[config.mk]
export PLATFORM = sky130hd
export DESIGN_NAME = cond_sequencer
export DESIGN_NICKNAME = d
export VERILOG_FILES = /design/src/rtl/cond_seq_pkg.sv /design/src/rtl/cond_scl_level.sv /design/src/rtl/cond_hold_timer.sv /design/src/rtl/cond_sequencer.sv
export SDC_FILE = /design/constraint.sdc
export NUM_CORES = 1
export LEC_CHECK = 0
export BUFFER_PORTS_ARGS = -buffer_cell sky130_fd_sc_hd__buf_2
export CORE_ASPECT_RATIO = 1.25
export CORE_MARGIN = 4
export CORE_UTILIZATION = 48
export DETAILED_ROUTE_END_ITERATION = 10
export HOLD_SLACK_MARGIN = 0.03
export PLACE_DENSITY = 0.83
export SLEW_MARGIN = 20
export SYNTH_ARGS = -nofsm -noshare
export SYNTH_HDL_FRONTEND = slang
export SYNTH_SLANG_ARGS = --single-unit
[constraint.sdc]
create_clock -name clk -period 1.8 [get_ports clk]
set_input_delay 0.09 -clock clk [delete_from_list [all_inputs] [get_ports clk]]
set_output_delay 0.09 -clock clk [all_outputs]
set_load 0.02 [all_outputs]
[src/rtl/cond_seq_pkg.sv]
package cond_seq_pkg;

  typedef enum logic [3:0] {
    ST_IDLE  = 4'd0,
    ST_LOW   = 4'd1,
    ST_WFALL = 4'd2,
    ST_PRE   = 4'd3,
    ST_HIGH  = 4'd4,
    ST_WRISE = 4'd5,
    ST_EDGE  = 4'd6,
    ST_WAIT  = 4'd7,
    ST_FIN   = 4'd8
  } cs_state_e;

endpackage

[src/rtl/cond_scl_level.sv]
module cond_scl_level (
  input  logic clk,
  input  logic rst,
  input  logic rise_i,
  input  logic fall_i,
  output logic scl_hi_o
);

  always_ff @(posedge clk) begin
    if (rst)         scl_hi_o <= 1'b1;
    else if (fall_i) scl_hi_o <= 1'b0;
    else if (rise_i) scl_hi_o <= 1'b1;
  end

endmodule

[src/rtl/cond_hold_timer.sv]
module cond_hold_timer #(
  parameter int unsigned HOLD_CYCLES = 4
) (
  input  logic clk,
  input  logic rst,
  input  logic load_i,
  output logic zero_o
);

  localparam int unsigned CW = (HOLD_CYCLES > 1) ? $clog2(HOLD_CYCLES) : 1;
  localparam logic [CW-1:0] RELOAD = CW'(HOLD_CYCLES - 1);

  logic [CW-1:0] cnt;

  always_ff @(posedge clk) begin
    if (rst)              cnt <= '0;
    else if (load_i)      cnt <= RELOAD;
    else if (cnt != '0)   cnt <= cnt - 1'b1;
  end

  assign zero_o = (cnt == '0);

endmodule

[src/rtl/cond_sequencer.sv]
module cond_sequencer
  import cond_seq_pkg::*;
#(
  parameter int unsigned HOLD_CYCLES = 4
) (
  input  logic clk,
  input  logic rst,
  input  logic req_start_i,
  input  logic req_stop_i,
  input  logic sda_i,
  input  logic scl_rise_i,
  input  logic scl_fall_i,
  input  logic scl_fall_dly_i,
  input  logic bus_start_i,
  input  logic bus_stop_i,
  output logic sda_pull_o,
  output logic scl_low_req_o,
  output logic scl_high_req_o,
  output logic done_o,
  output logic early_o
);

  cs_state_e st, st_d, nxt, nxt_d;
  logic      tgt_start, tgt_start_d;   // 1: START in progress (pre-edge SDA level high)
  logic      pull_d, lo_d, hi_d, done_d, early_d;
  logic      tmr_load, tmr_zero, scl_hi;
  logic      abortable, foreign_cond;

  cond_scl_level u_level (
    .clk      (clk),
    .rst      (rst),
    .rise_i   (scl_rise_i),
    .fall_i   (scl_fall_i),
    .scl_hi_o (scl_hi)
  );

  cond_hold_timer #(.HOLD_CYCLES(HOLD_CYCLES)) u_hold (
    .clk    (clk),
    .rst    (rst),
    .load_i (tmr_load),
    .zero_o (tmr_zero)
  );

  // Own final edge (and its hold) is not treated as a foreign condition.
  assign abortable    = (st != ST_IDLE) && (st != ST_EDGE) &&
                        !((st == ST_WAIT) && (nxt == ST_FIN));
  assign foreign_cond = bus_start_i || bus_stop_i;

  always_comb begin
    st_d        = st;
    nxt_d       = nxt;
    tgt_start_d = tgt_start;
    pull_d      = sda_pull_o;
    lo_d        = 1'b0;
    hi_d        = 1'b0;
    done_d      = 1'b0;
    early_d     = 1'b0;
    tmr_load    = 1'b0;
    if (abortable && foreign_cond) begin
      early_d = 1'b1;
      st_d    = ST_IDLE;
    end else begin
      unique case (st)
        ST_IDLE: begin
          if (req_start_i) begin
            tgt_start_d = 1'b1;
            st_d        = ST_LOW;
          end else if (req_stop_i) begin
            tgt_start_d = 1'b0;
            st_d        = ST_LOW;
          end
        end
        ST_LOW: begin
          if (scl_hi && (sda_i != tgt_start)) begin
            lo_d = 1'b1;
            st_d = ST_WFALL;
          end else begin
            st_d = ST_PRE;
          end
        end
        ST_WFALL: begin
          if (scl_fall_dly_i) begin
            tmr_load = 1'b1;
            nxt_d    = ST_PRE;
            st_d     = ST_WAIT;
          end
        end
        ST_PRE: begin
          if (sda_i == tgt_start) begin
            st_d = ST_HIGH;
          end else if (scl_hi) begin
            st_d = ST_LOW;
          end else begin
            pull_d   = !tgt_start;
            tmr_load = 1'b1;
            nxt_d    = ST_HIGH;
            st_d     = ST_WAIT;
          end
        end
        ST_HIGH: begin
          if (!scl_hi) begin
            hi_d = 1'b1;
            st_d = ST_WRISE;
          end else begin
            st_d = ST_EDGE;
          end
        end
        ST_WRISE: begin
          if (scl_rise_i) begin
            tmr_load = 1'b1;
            nxt_d    = ST_EDGE;
            st_d     = ST_WAIT;
          end
        end
        ST_EDGE: begin
          pull_d   = tgt_start;
          tmr_load = 1'b1;
          nxt_d    = ST_FIN;
          st_d     = ST_WAIT;
        end
        ST_WAIT: begin
          if (tmr_zero) begin
            if (nxt == ST_FIN) begin
              done_d = 1'b1;
              st_d   = ST_IDLE;
            end else begin
              st_d = nxt;
            end
          end
        end
        default: st_d = ST_IDLE;
      endcase
    end
  end

  always_ff @(posedge clk) begin
    if (rst) begin
      st             <= ST_IDLE;
      nxt            <= ST_IDLE;
      tgt_start      <= 1'b0;
      sda_pull_o     <= 1'b0;
      scl_low_req_o  <= 1'b0;
      scl_high_req_o <= 1'b0;
      done_o         <= 1'b0;
      early_o        <= 1'b0;
    end else begin
      st             <= st_d;
      nxt            <= nxt_d;
      tgt_start      <= tgt_start_d;
      sda_pull_o     <= pull_d;
      scl_low_req_o  <= lo_d;
      scl_high_req_o <= hi_d;
      done_o         <= done_d;
      early_o        <= early_d;
    end
  end


  sda_safe_chk: assert property (@(posedge clk) disable iff (rst)
    (sda_pull_o != $past(sda_pull_o)) |-> (!$past(scl_hi) || ($past(st) == ST_EDGE)));


  low_pulse_chk: assert property (@(posedge clk) disable iff (rst)
    scl_low_req_o |=> !scl_low_req_o);


  high_pulse_chk: assert property (@(posedge clk) disable iff (rst)
    scl_high_req_o |=> !scl_high_req_o);


  req_excl_chk: assert property (@(posedge clk) disable iff (rst)
    !(scl_low_req_o && scl_high_req_o));


  done_level_chk: assert property (@(posedge clk) disable iff (rst)
    done_o |-> (sda_pull_o == tgt_start));


  early_hold_chk: assert property (@(posedge clk) disable iff (rst)
    early_o |-> (sda_pull_o == $past(sda_pull_o)));


  done_pulse_chk: assert property (@(posedge clk) disable iff (rst)
    done_o |=> !done_o);


  end_excl_chk: assert property (@(posedge clk) disable iff (rst)
    !(done_o && early_o));

endmodule

### After elaboration in Yosys (flattened, before gate mapping)

Index checks and enable logic that the tools add are counted.

* bitwise logic cells: 5
* reduce and logical (&&, ||, !) cells: 25
* $add $sub $neg: 1
* muxes and demuxes: 34
* eq/ne operators: 17

Operator list (count)
* 4-bit two-way mux: 10
* 4-bit one-hot mux with 8 select lines: 1
* 4-bit by 3-bit == test with 1-bit output (second input constant): 4
* 4-bit one-hot mux with 4 select lines: 1
* 1-bit two-way mux: 15
* 2-bit != test (second input constant): 5
* 2-bit nonzero test: 5
* 4-bit by 2-bit == test with 1-bit output (second input constant): 2
* 4-bit AND reduction: 2
* 4-bit nonzero test: 2
* 2-bit two-way mux: 3
* 3-bit two-way mux: 2
* 6-bit AND reduction: 1
* 3-bit OR reduction: 2
* 1-bit logical AND: 5
* 1-bit inverter: 5
* 4-bit by 1-bit == test with 1-bit output (second input constant): 1
* 4-bit == test (second input constant): 1
* 4-bit zero test: 1
* 4-bit by 3-bit != test with 1-bit output (second input constant): 1
* 1-bit one-hot mux with 4 select lines: 1
* 4-bit OR reduction: 1
* 3-bit != test (second input constant): 1
* 3-bit AND reduction: 1
* 8 further kinds: 9

* register bits after elaboration: 17
* word-level logic and storage cells: 92
* input bits: 10
* output and inout port bits: 5

### Logic depth before layout (Yosys ltp)

Gate-level depths: netlist (run 1).

* depth in word-level cells: 7
* gate-level depth with buffers: 7
* depth with buffers taken out: 7

### Cells and area by module

Synthesis (run 1) repeated with hierarchy kept, for this count alone.

* cell total of the unflattened synthesis: 111
* area, all modules: 927.1 µm²

By module, submodules not included
* cond_sequencer: times used 1, sequential area each 280.3 µm², cells each 98, area each 795.8 µm²
* cond_hold_timer: times used 1, sequential area each 40.0 µm², cells each 10, area each 96.3 µm²
* cond_scl_level: times used 1, sequential area each 20.0 µm², cells each 3, area each 35.0 µm²

### Worst setup path before layout (run 1)

Ideal clock, no wire load.

* path kind: reg2reg
* from: register st[3]
* to: register nxt[0]
* stages on the path, launching flop included: 7
* library setup time: 0.067 ns
* required time: 1.733 ns
* setup slack: 0.039 ns
* path buffers: 1
* data arrival time: 1.693 ns
* clock period less this slack: 1.761 ns
* path through: dfxtp_1 > clkbuf_1 > nor2_2 > nand4bb_4 > a311o_4 > or3_1 > a21oi_2

* longest elaborated chain between the ends: 7
* elaborated cells on any way between the ends: 20
* classes of those cells: eq/ne: 10; mux: 1; bitwise: 1; reduce/logical: 8

Ends and longest elaborated chain
* start: declaration: RTL line cond_sequencer.sv:23 `cs_state_e st, st_d, nxt, nxt_d;`
* start signal: assignment: RTL line cond_sequencer.sv:147 `st <= st_d;`
* 4-bit by 3-bit == test with 1-bit output: RTL line cond_sequencer.sv:46 `!((st == ST_WAIT) && (nxt == ST_FIN));`
* 1-bit logical AND: RTL line cond_sequencer.sv:46
* 1-bit zero test: RTL line cond_sequencer.sv:46
* 1-bit logical AND: RTL line cond_sequencer.sv:45 `assign abortable = (st != ST_IDLE) && (st != ST_EDGE) &&`
* 1-bit logical AND: RTL line cond_sequencer.sv:59 `if (abortable && foreign_cond) begin`
* 1-bit inverter (no line)
* 6-bit AND reduction (no line)
* end signal: assignment: RTL line cond_sequencer.sv:148 `nxt <= nxt_d;`
* end: declaration: RTL line cond_sequencer.sv:23

Several ways; a longest one is shown, not always the timed one.
A chain may end at the register's enable or synchronous reset.

### Worst setup path in the final report (run 1)

* from: register tgt_start
* to: register nxt[0]

* longest elaborated chain between the ends: 3

Ends and longest elaborated chain
* start: declaration: RTL line cond_sequencer.sv:24 `logic tgt_start, tgt_start_d;`
* start signal: assignment: RTL line cond_sequencer.sv:149 `tgt_start <= tgt_start_d;`
* 1-bit == test: RTL line cond_sequencer.sv:89 `if (sda_i == tgt_start) begin`
* 2-bit != test (no line)
* 6-bit AND reduction (no line)

No other way between the ends.

==> flow_metrics.py, run 1 <==
metrics = {
    "routing": {
        "routedWlPerCell_um": 15.40,
        "drcViolationCount": 0,
        "drtPass1Iterations": 4,
        "wirelength_mm": 2.326,
        "met3WireLength_um": 97,
        "routed-via-count": 890,
        "wl_met2_mm": 1.177,
        "final_antenna_net_count": 0,
        "via_per_inst": 5.894,
        "highest_layer": "met4",
        "wl_met1_mm": 1.004,
        "dr.first_iter.drc_count": 34,
    },
    "power": {
        "switching_share": 0.4069,
        "p_int_mw": 0.8863,
        "p_comb_frac": 0.503,
        "p_sw_mw": 0.6080,
        "seqPwrFrac": 0.352,
        "clockPowerShare": 0.144,
        "powerDensity_mw_per_mm2": 1307,
        "p_leak_nw": 0.4798,
        "ir_worst_vdd_v": 0.0007636,
    },
    "logic_synthesis": {
        "syn_avg_cell_area_um2": 8.794,
        "syn_nets": 117,
        "postSynth.asyncResetShare": 0,
        "yosys_warnings": 0,
        "postSynthCellCount": 106,
        "ys_types": 42,
        "synth_edf_count": 0,
        "synth-seq-cells": 17,
        "syn_area_um2": 932.1,
        "yosysSeqAreaShare": 0.3651,
        "synth-main-ff-cell": "dfxtp_1",
    },
    "clocking": {
        "cts_root_buf": "clkbuf_4",
        "cts_max_level": 1,
        "clk_transition_reported_paths_ns": 0.11,
        "cts.sinks": 17,
        "clk_path_buf_depth": 2,
        "tritoncts": "built",
        "clk_latency_ns": 0.30,
        "cts_buffers": 3,
    },
    "floorplan": {
        "dieHeight_um": 57.27,
        "core_mm2": 0.001808,
        "die_area_mm2": 0.002715,
        "start_util": 0.5156,
        "die_w_um": 47.42,
        "std_cell_rows": 17,
        "io_pins": 15,
    },
    "worst_setup_path": {
        "r2r_slack_ns": 0.06,
        "worst-path-buf-inv": 0,
        "path_cells": "xor2_2 > nand4bb_4 > a311o_4 > or3_1 > a21oi_2",
        "reg2reg_depth": 5,
        "cp_slowest_cell": "dfxtp_1",
        "critical_path.max_stage_delay_ns": 0.43,
        "crit_path_end_kind": "flop",
        "path_class": "flop to flop",
        "required_ns": 2.05,
        "cp_max_fo": 4,
        "crit_family": "simple AND/OR/NAND/NOR gates",
        "path_depth": 5,
        "reg2reg_from": "tgt_start",
        "worstPathArrival_ns": 1.98,
        "cp-start-kind": "flop",
        "r2r_end": "nxt[0]",
    },
    "finish": {
        "area_growth_pct": 22.68,
        "seqCellArea_um2": 344.1,
        "drive_above_1_share": 0.3333,
        "multi_input_area_um2": 560.5,
        "n_antenna_cell": 0,
        "layout_common_cells": "14 x dfxtp_1, 14 x buf_2, 12 x buf_4",
        "fillers": 142,
        "nets": 144,
        "final_cells": 151,
    },
    "timing": {
        "slew_headroom": 0.7898,
        "fin_crit_sh": 0.9657,
        "postLayoutSetupSlackWorst_ns": 0.06181,
        "min_period_ns": 1.738,
        "skew_ns": 0.009418,
        "fmax_mhz": 575.3,
        "hold_violations": 0,
        "setup_viol": 0,
        "fin_setup_tns_ns": 0,
        "holdWs_ns": 0.05325,
        "max_slew.worst_pin.slew_ns": 0.3148,
        "slew_viol_final": 0,
        "rsz0062_at_grt": "no",
    },
    "global_routing": {
        "grt_max_degree": 13,
        "grt_overflow": 0,
        "grt_first_pass_wirelength_mm": 3.857,
        "track_usage": 0.1929,
        "grt_pass1_vias": 910,
        "antenna_found_initial": 0,
    },
    "placement": {
        "place.gp.congestion": 0.9526,
        "hpwl_mm": 1.751,
        "numPlacedInstances": 145,
        "pre_cts_slack_ns": 0.01804,
        "port_buffers": 14,
    },
    "worst_hold_path": {
        "min_from": "scl_rise_i",
        "hold_depth": 3,
        "holdCritPathClass": "primary input to flop",
        "hold-path-endpoint": "u_level.scl_hi_o",
    },
    "flow_run": {
        "maxCapViolations": 0,
    },
    "outcome": {
        "status": "finished clean",
    },
}
-- state kept, by name, summed over array words and instances, names as in the netlist --
name	cells
nxt	4
st	4
u_hold.cnt	2
done_o	1
early_o	1
scl_high_req_o	1
scl_low_req_o	1
sda_pull_o	1
tgt_start	1
u_level.scl_hi_o	1
-- power groups by stage --
stage | clock network, mW | logic [mW] | registers, mW
after detailed placement | 0 | 0.705 | 0.527
final | 0.216 | 0.752 | 0.527
after global placement | 0 | 0.673 | 0.522
after floorplan | 0 | 0.489 | 0.514
after CTS | 0.216 | 0.722 | 0.517
after global routing | 0.235 | 0.828 | 0.542
-- how the worst max path moves through the flow --
| stage | from | to | slack (ns) |
|---|---|---|---|
| after floorplan | st[3] | nxt[0] | 0.04 |
| after global placement | st[0] | nxt[0] | 0.07 |
| after detailed placement | st[2] | st[1] | 0.02 |
| after CTS | st[2] | st[3] | 0.008 |
| after global routing | st[1] | nxt[0] | 0.002 |
| final | tgt_start | nxt[0] | 0.06 |
-- metrics by stage --
stage | util | total power, mW | cell area [um^2]
detailed placement | 0.5979 | 1.232 | 1081
global route | 0.6325 | 1.604 | 1144
finish | 0.6325 | 1.494 | 1144
global placement | 0.5979 | 1.195 | 1081
floorplan | - | 1.003 | 932.1
CTS | 0.6208 | 1.455 | 1122
-- logic make-up after synthesis --
logic type,after synthesis,synth area share
xor+xnor,3,0.03625
mux,4,0.04430
flops,17,0.3651
buf+inv,10,0.04966
compound gates,28,0.2282
simple gates,43,0.2631
fa+ha+maj,1,0.01342
-- metal layers --
metal / vias up / GRT usage
li1: 439 / -
met1: 424 / 0.2375
met2: 21 / 0.3046
met3: 6 / 0.04416
met4: 0 / 0.09091
met5: - / 0
-- area by class of cell --
class                           count  share of cell area
Timing Repair Buffer               27              0.1488
Inverter                            5             0.01641
Tap cell                           19             0.02079
Sequential cell                    17              0.3009
Multi-Input combinational cell     79              0.4902
Clock buffer                        4             0.02298
-- synth_stat cells, types with 3 or more instances --
master    count  area [um^2]
clkbuf_1      3        11.26
dfxtp_1      17        340.3
a21oi_1       7        35.03
nand3_1       4        20.02
inv_1         5        18.77
o21bai_1      3        22.52
nor3_1        4        20.02
mux2i_1       3        30.03
nand2_1      11        41.29
nor2_1        7        26.28
-- timing repair --
item	4_1_cts	5_1_grt
pin swaps	0	1
setup endpoints to repair	1	11
hold endpoints to repair	1	0
buffers inserted	0	1
gates resized for setup	1	6
hold buffers	1	0
-- worst reg2reg max path, delay by kind of cell (launching register included) --
kind	cells	cell delay [ns]
xor+xnor	1	0.29
compound gates	2	0.46
simple gates	2	0.51
flops	1	0.43
No activity file was read; power rests on OpenSTA's default activity.
==> run 2, diff against run 1 <==
Settings changed: ABC_AREA set to 1, CORE_UTILIZATION 48 to 49, PLACE_DENSITY 0.83 to 0.84.
==> run 2 against run 1 <==
Clock skew is 0.0012 ns lower. Hold slack worse by 0.0028 ns. Flip-flop and latch count unchanged. Sequential power grew 4.9%. Global-route usage decreased by 1.8 points. Critical endpoint is now st[2]. Highest routed layer unchanged.
==> flow_metrics.py, run 2 <==
metrics = {
    "outcome": {
        "status": "finished clean",
    },
    "logic_synthesis": {
        "yosys_warnings": 0,
        "synth_compound_area_frac": 0.1164,
        "synth_simple_gate_area_frac": 0.4343,
        "synth-seq-cells": 17,
        "postSynthCellCount": 156,
        "synthAdderAreaFrac": 0.01252,
        "ys_types": 23,
        "yosysSeqAreaShare": 0.3404,
        "syn_area_um2": 999.7,
        "syn_nets": 167,
        "synth_xor_area_frac": 0.01752,
        "yosys-top-cells-count": "43 x nand2_1, 22 x nor2_1, 19 x inv_1",
        "synth_top_family_by_area": "simple AND/OR/NAND/NOR gates",
        "yosysMostFrequentCell": "nand2_1",
        "synth.area.top_cells": "dfxtp_1 34%, nand2_1 16%, nor2_1 8.3%, inv_1 7.1%, a21oi_1 7.0%",
        "synthMuxAreaShare": 0,
        "syn_avg_cell_area_um2": 6.408,
        "synth_top_cell_by_area": "dfxtp_1",
        "synth-main-ff-cell": "dfxtp_1",
        "postSynth.asyncResetShare": 0,
        "yosysTopAreaCellShare": 0.3404,
        "synth_edf_count": 0,
    },
    "routing": {
        "final_antenna_net_count": 0,
        "wirelength_mm": 2.320,
        "met3WireLength_um": 143,
        "drcViolationCount": 0,
        "routed-via-count": 1038,
        "drtPass1Iterations": 4,
        "via_per_inst": 5.296,
        "routedWlPerCell_um": 11.84,
        "wl_met2_mm": 1.191,
        "dr.first_iter.drc_count": 25,
        "highest_layer": "met4",
        "wl_met1_um": 925,
    },
    "timing": {
        "fin_setup_tns_ns": 0,
        "rsz0062_at_grt": "no",
        "fmax_mhz": 672.6,
        "slew_headroom": 0.8273,
        "fin_crit_sh": 0.8260,
        "skew_ns": 0.008265,
        "min_period_ns": 1.487,
        "slew_viol_final": 0,
        "hold_violations": 0,
        "setup_viol": 0,
        "max_slew.worst_pin.slew_ns": 0.2587,
        "postLayoutSetupSlackWorst_ns": 0.3132,
    },
    "worst_setup_path": {
        "worstPathArrival_ns": 1.70,
        "r2r_end": "st[2]",
        "crit_start": "st[0]",
        "cp-start-kind": "flop",
        "critical_path.max_stage_delay_ns": 0.38,
        "path_class": "flop to flop",
        "crit_family": "simple AND/OR/NAND/NOR gates",
        "crit_path_end_kind": "flop",
        "cp_max_fo": 7,
        "path_cells": "nor2_1 > nand2_1 > inv_1 > nand2_1 > nand2_1 > inv_2 > nand2_2 > nand2_1 > a21oi_1",
        "worst-path-buf-inv": 2,
        "required_ns": 2.01,
        "reg2reg_from": "st[0]",
        "reg2reg_depth": 9,
        "cp_slowest_cell": "dfxtp_1",
        "crit_top_cell": "nand2_1",
        "r2r_slack_ns": 0.31,
    },
    "power": {
        "powerDensity_mw_per_mm2": 1429,
        "p_leak_nw": 0.5802,
        "ir_worst_vdd_v": 0.0009238,
    },
    "placement": {
        "hpwl_mm": 1.930,
        "place_area_mm2": 0.001102,
        "port_buffers": 14,
        "place.gp.congestion": 0.9372,
        "pre_cts_slack_ns": 0.3324,
    },
    "worst_hold_path": {
        "min_from": "rst",
        "hold-path-endpoint": "tgt_start",
        "holdCritPathClass": "primary input to flop",
        "hold_depth": 2,
    },
    "floorplan": {
        "die_w_um": 48.40,
        "dieHeight_um": 58.50,
        "die_area_mm2": 0.002831,
        "core_mm2": 0.001959,
        "std_cell_rows": 18,
        "start_util": 0.5102,
        "io_pins": 15,
    },
    "clocking": {
        "post-cts-setup-buffers": 0,
        "clk_transition_reported_paths_ns": 0.10,
        "cts_root_buf": "clkbuf_4",
        "clk_latency_ns": 0.28,
        "cts_buffers": 3,
        "cts_max_level": 1,
        "clk_path_buf_depth": 2,
        "tritoncts": "built",
        "cts.sinks": 17,
    },
    "finish": {
        "fin_util": 0.5811,
        "design_area_mm2": 0.001139,
        "top_regs": "nxt (4), st (4), u_hold.cnt (2)",
        "area_growth_pct": 13.89,
        "drive_above_1_share": 0.2102,
        "n_antenna_cell": 0,
        "layout_commonest_cell": "nand2_1",
        "seqCellArea_um2": 340.3,
        "multi_input_area_um2": 580.6,
        "layout_common_cells": "43 x nand2_1, 22 x nor2_1, 19 x inv_1",
        "nets": 188,
        "fillers": 195,
    },
    "global_routing": {
        "grt_max_degree": 11,
        "grt_overflow": 0,
        "grt_pass1_vias": 973,
        "track_usage": 0.1745,
        "antenna_found_initial": 0,
        "grt_first_pass_wirelength_mm": 4.008,
    },
    "flow_run": {
        "maxCapViolations": 0,
    },
}
run 2: changes by cell type in the layout (fill, tap and decap cells not counted), moves of 4 or more:
cell,previous run,this run
nand2_2,0,5
nand3_1,4,11
nor3_1,4,0
buf_4,12,1
nand2_1,11,43
inv_1,5,19
a21oi_1,7,14
nor2_1,7,22
run 2: area by class of cell:
cell class | count | share of cell area
inverter | 21 | 0.06923
timing repair buffer | 16 | 0.07692
sequential | 17 | 0.2989
clock buffer | 4 | 0.02308
multi-input combinational | 118 | 0.5099
tap | 20 | 0.02198
run 2: kinds of logic after synthesis:
logic type               after synthesis
AND/OR/NAND/NOR                       94
AO/OA/AOI/OAI                         21
buffers and inverters                 21
flip-flops                            17
XOR/XNOR                               2
adder cells (fa/ha/maj)                1
run 2: worst max-delay path by stage:
stage / to / slack [ns] / depth (start not counted)
2_1_floorplan: st[3] / 0.58 / 6
3_3_place_gp: st[3] / 0.36 / 7
3_5_place_dp: st[2] / 0.33 / 8
4_1_cts: st[2] / 0.32 / 8
5_1_grt: st[0] / 0.11 / 8
6_report: st[2] / 0.31 / 9
run 2: per-layer routing:
| metal | vias up | global-route usage |
|---|---|---|
| li1 | 529 | - |
| met1 | 466 | 0.2044 |
| met2 | 34 | 0.3153 |
| met3 | 9 | 0.02278 |
| met4 | 0 | 0.07510 |
| met5 | - | 0 |
run 2: through the flow:
stage / std cells / power (mW) / hold slack [ns]
floorplan: 156 / 1.217 / 0.1591
global placement: 191 / 1.415 / 0.2887
detailed placement: 191 / 1.429 / 0.3336
CTS: 196 / 1.634 / 0.04445
global route: 196 / 1.784 / 0.05462
finish: 196 / 1.627 / 0.05044
run 2: timing repair:
action                                 in CTS  in global routing
resized for setup                           0                  0
endpoints found under the hold margin       1                  0
hold buffers                                1                  0
setup endpoints to repair                   0                  0
run 2: worst register-to-register path, cell delays in order, from the launching register on:
cell	delay, ns
dfxtp_1	0.38
nor2_1	0.25
nand2_1	0.17
inv_1	0.10
nand2_1	0.07
nand2_1	0.09
inv_2	0.04
nand2_2	0.07
nand2_1	0.06
a21oi_1	0.19
run 2: report_power, final:
group	switching, mW	internal [mW]	leakage (nW)
clock	0.113	0.0860	0.0150
combinational	0.580	0.295	0.426
sequential	0.0853	0.468	0.139
total	0.778	0.849	0.580
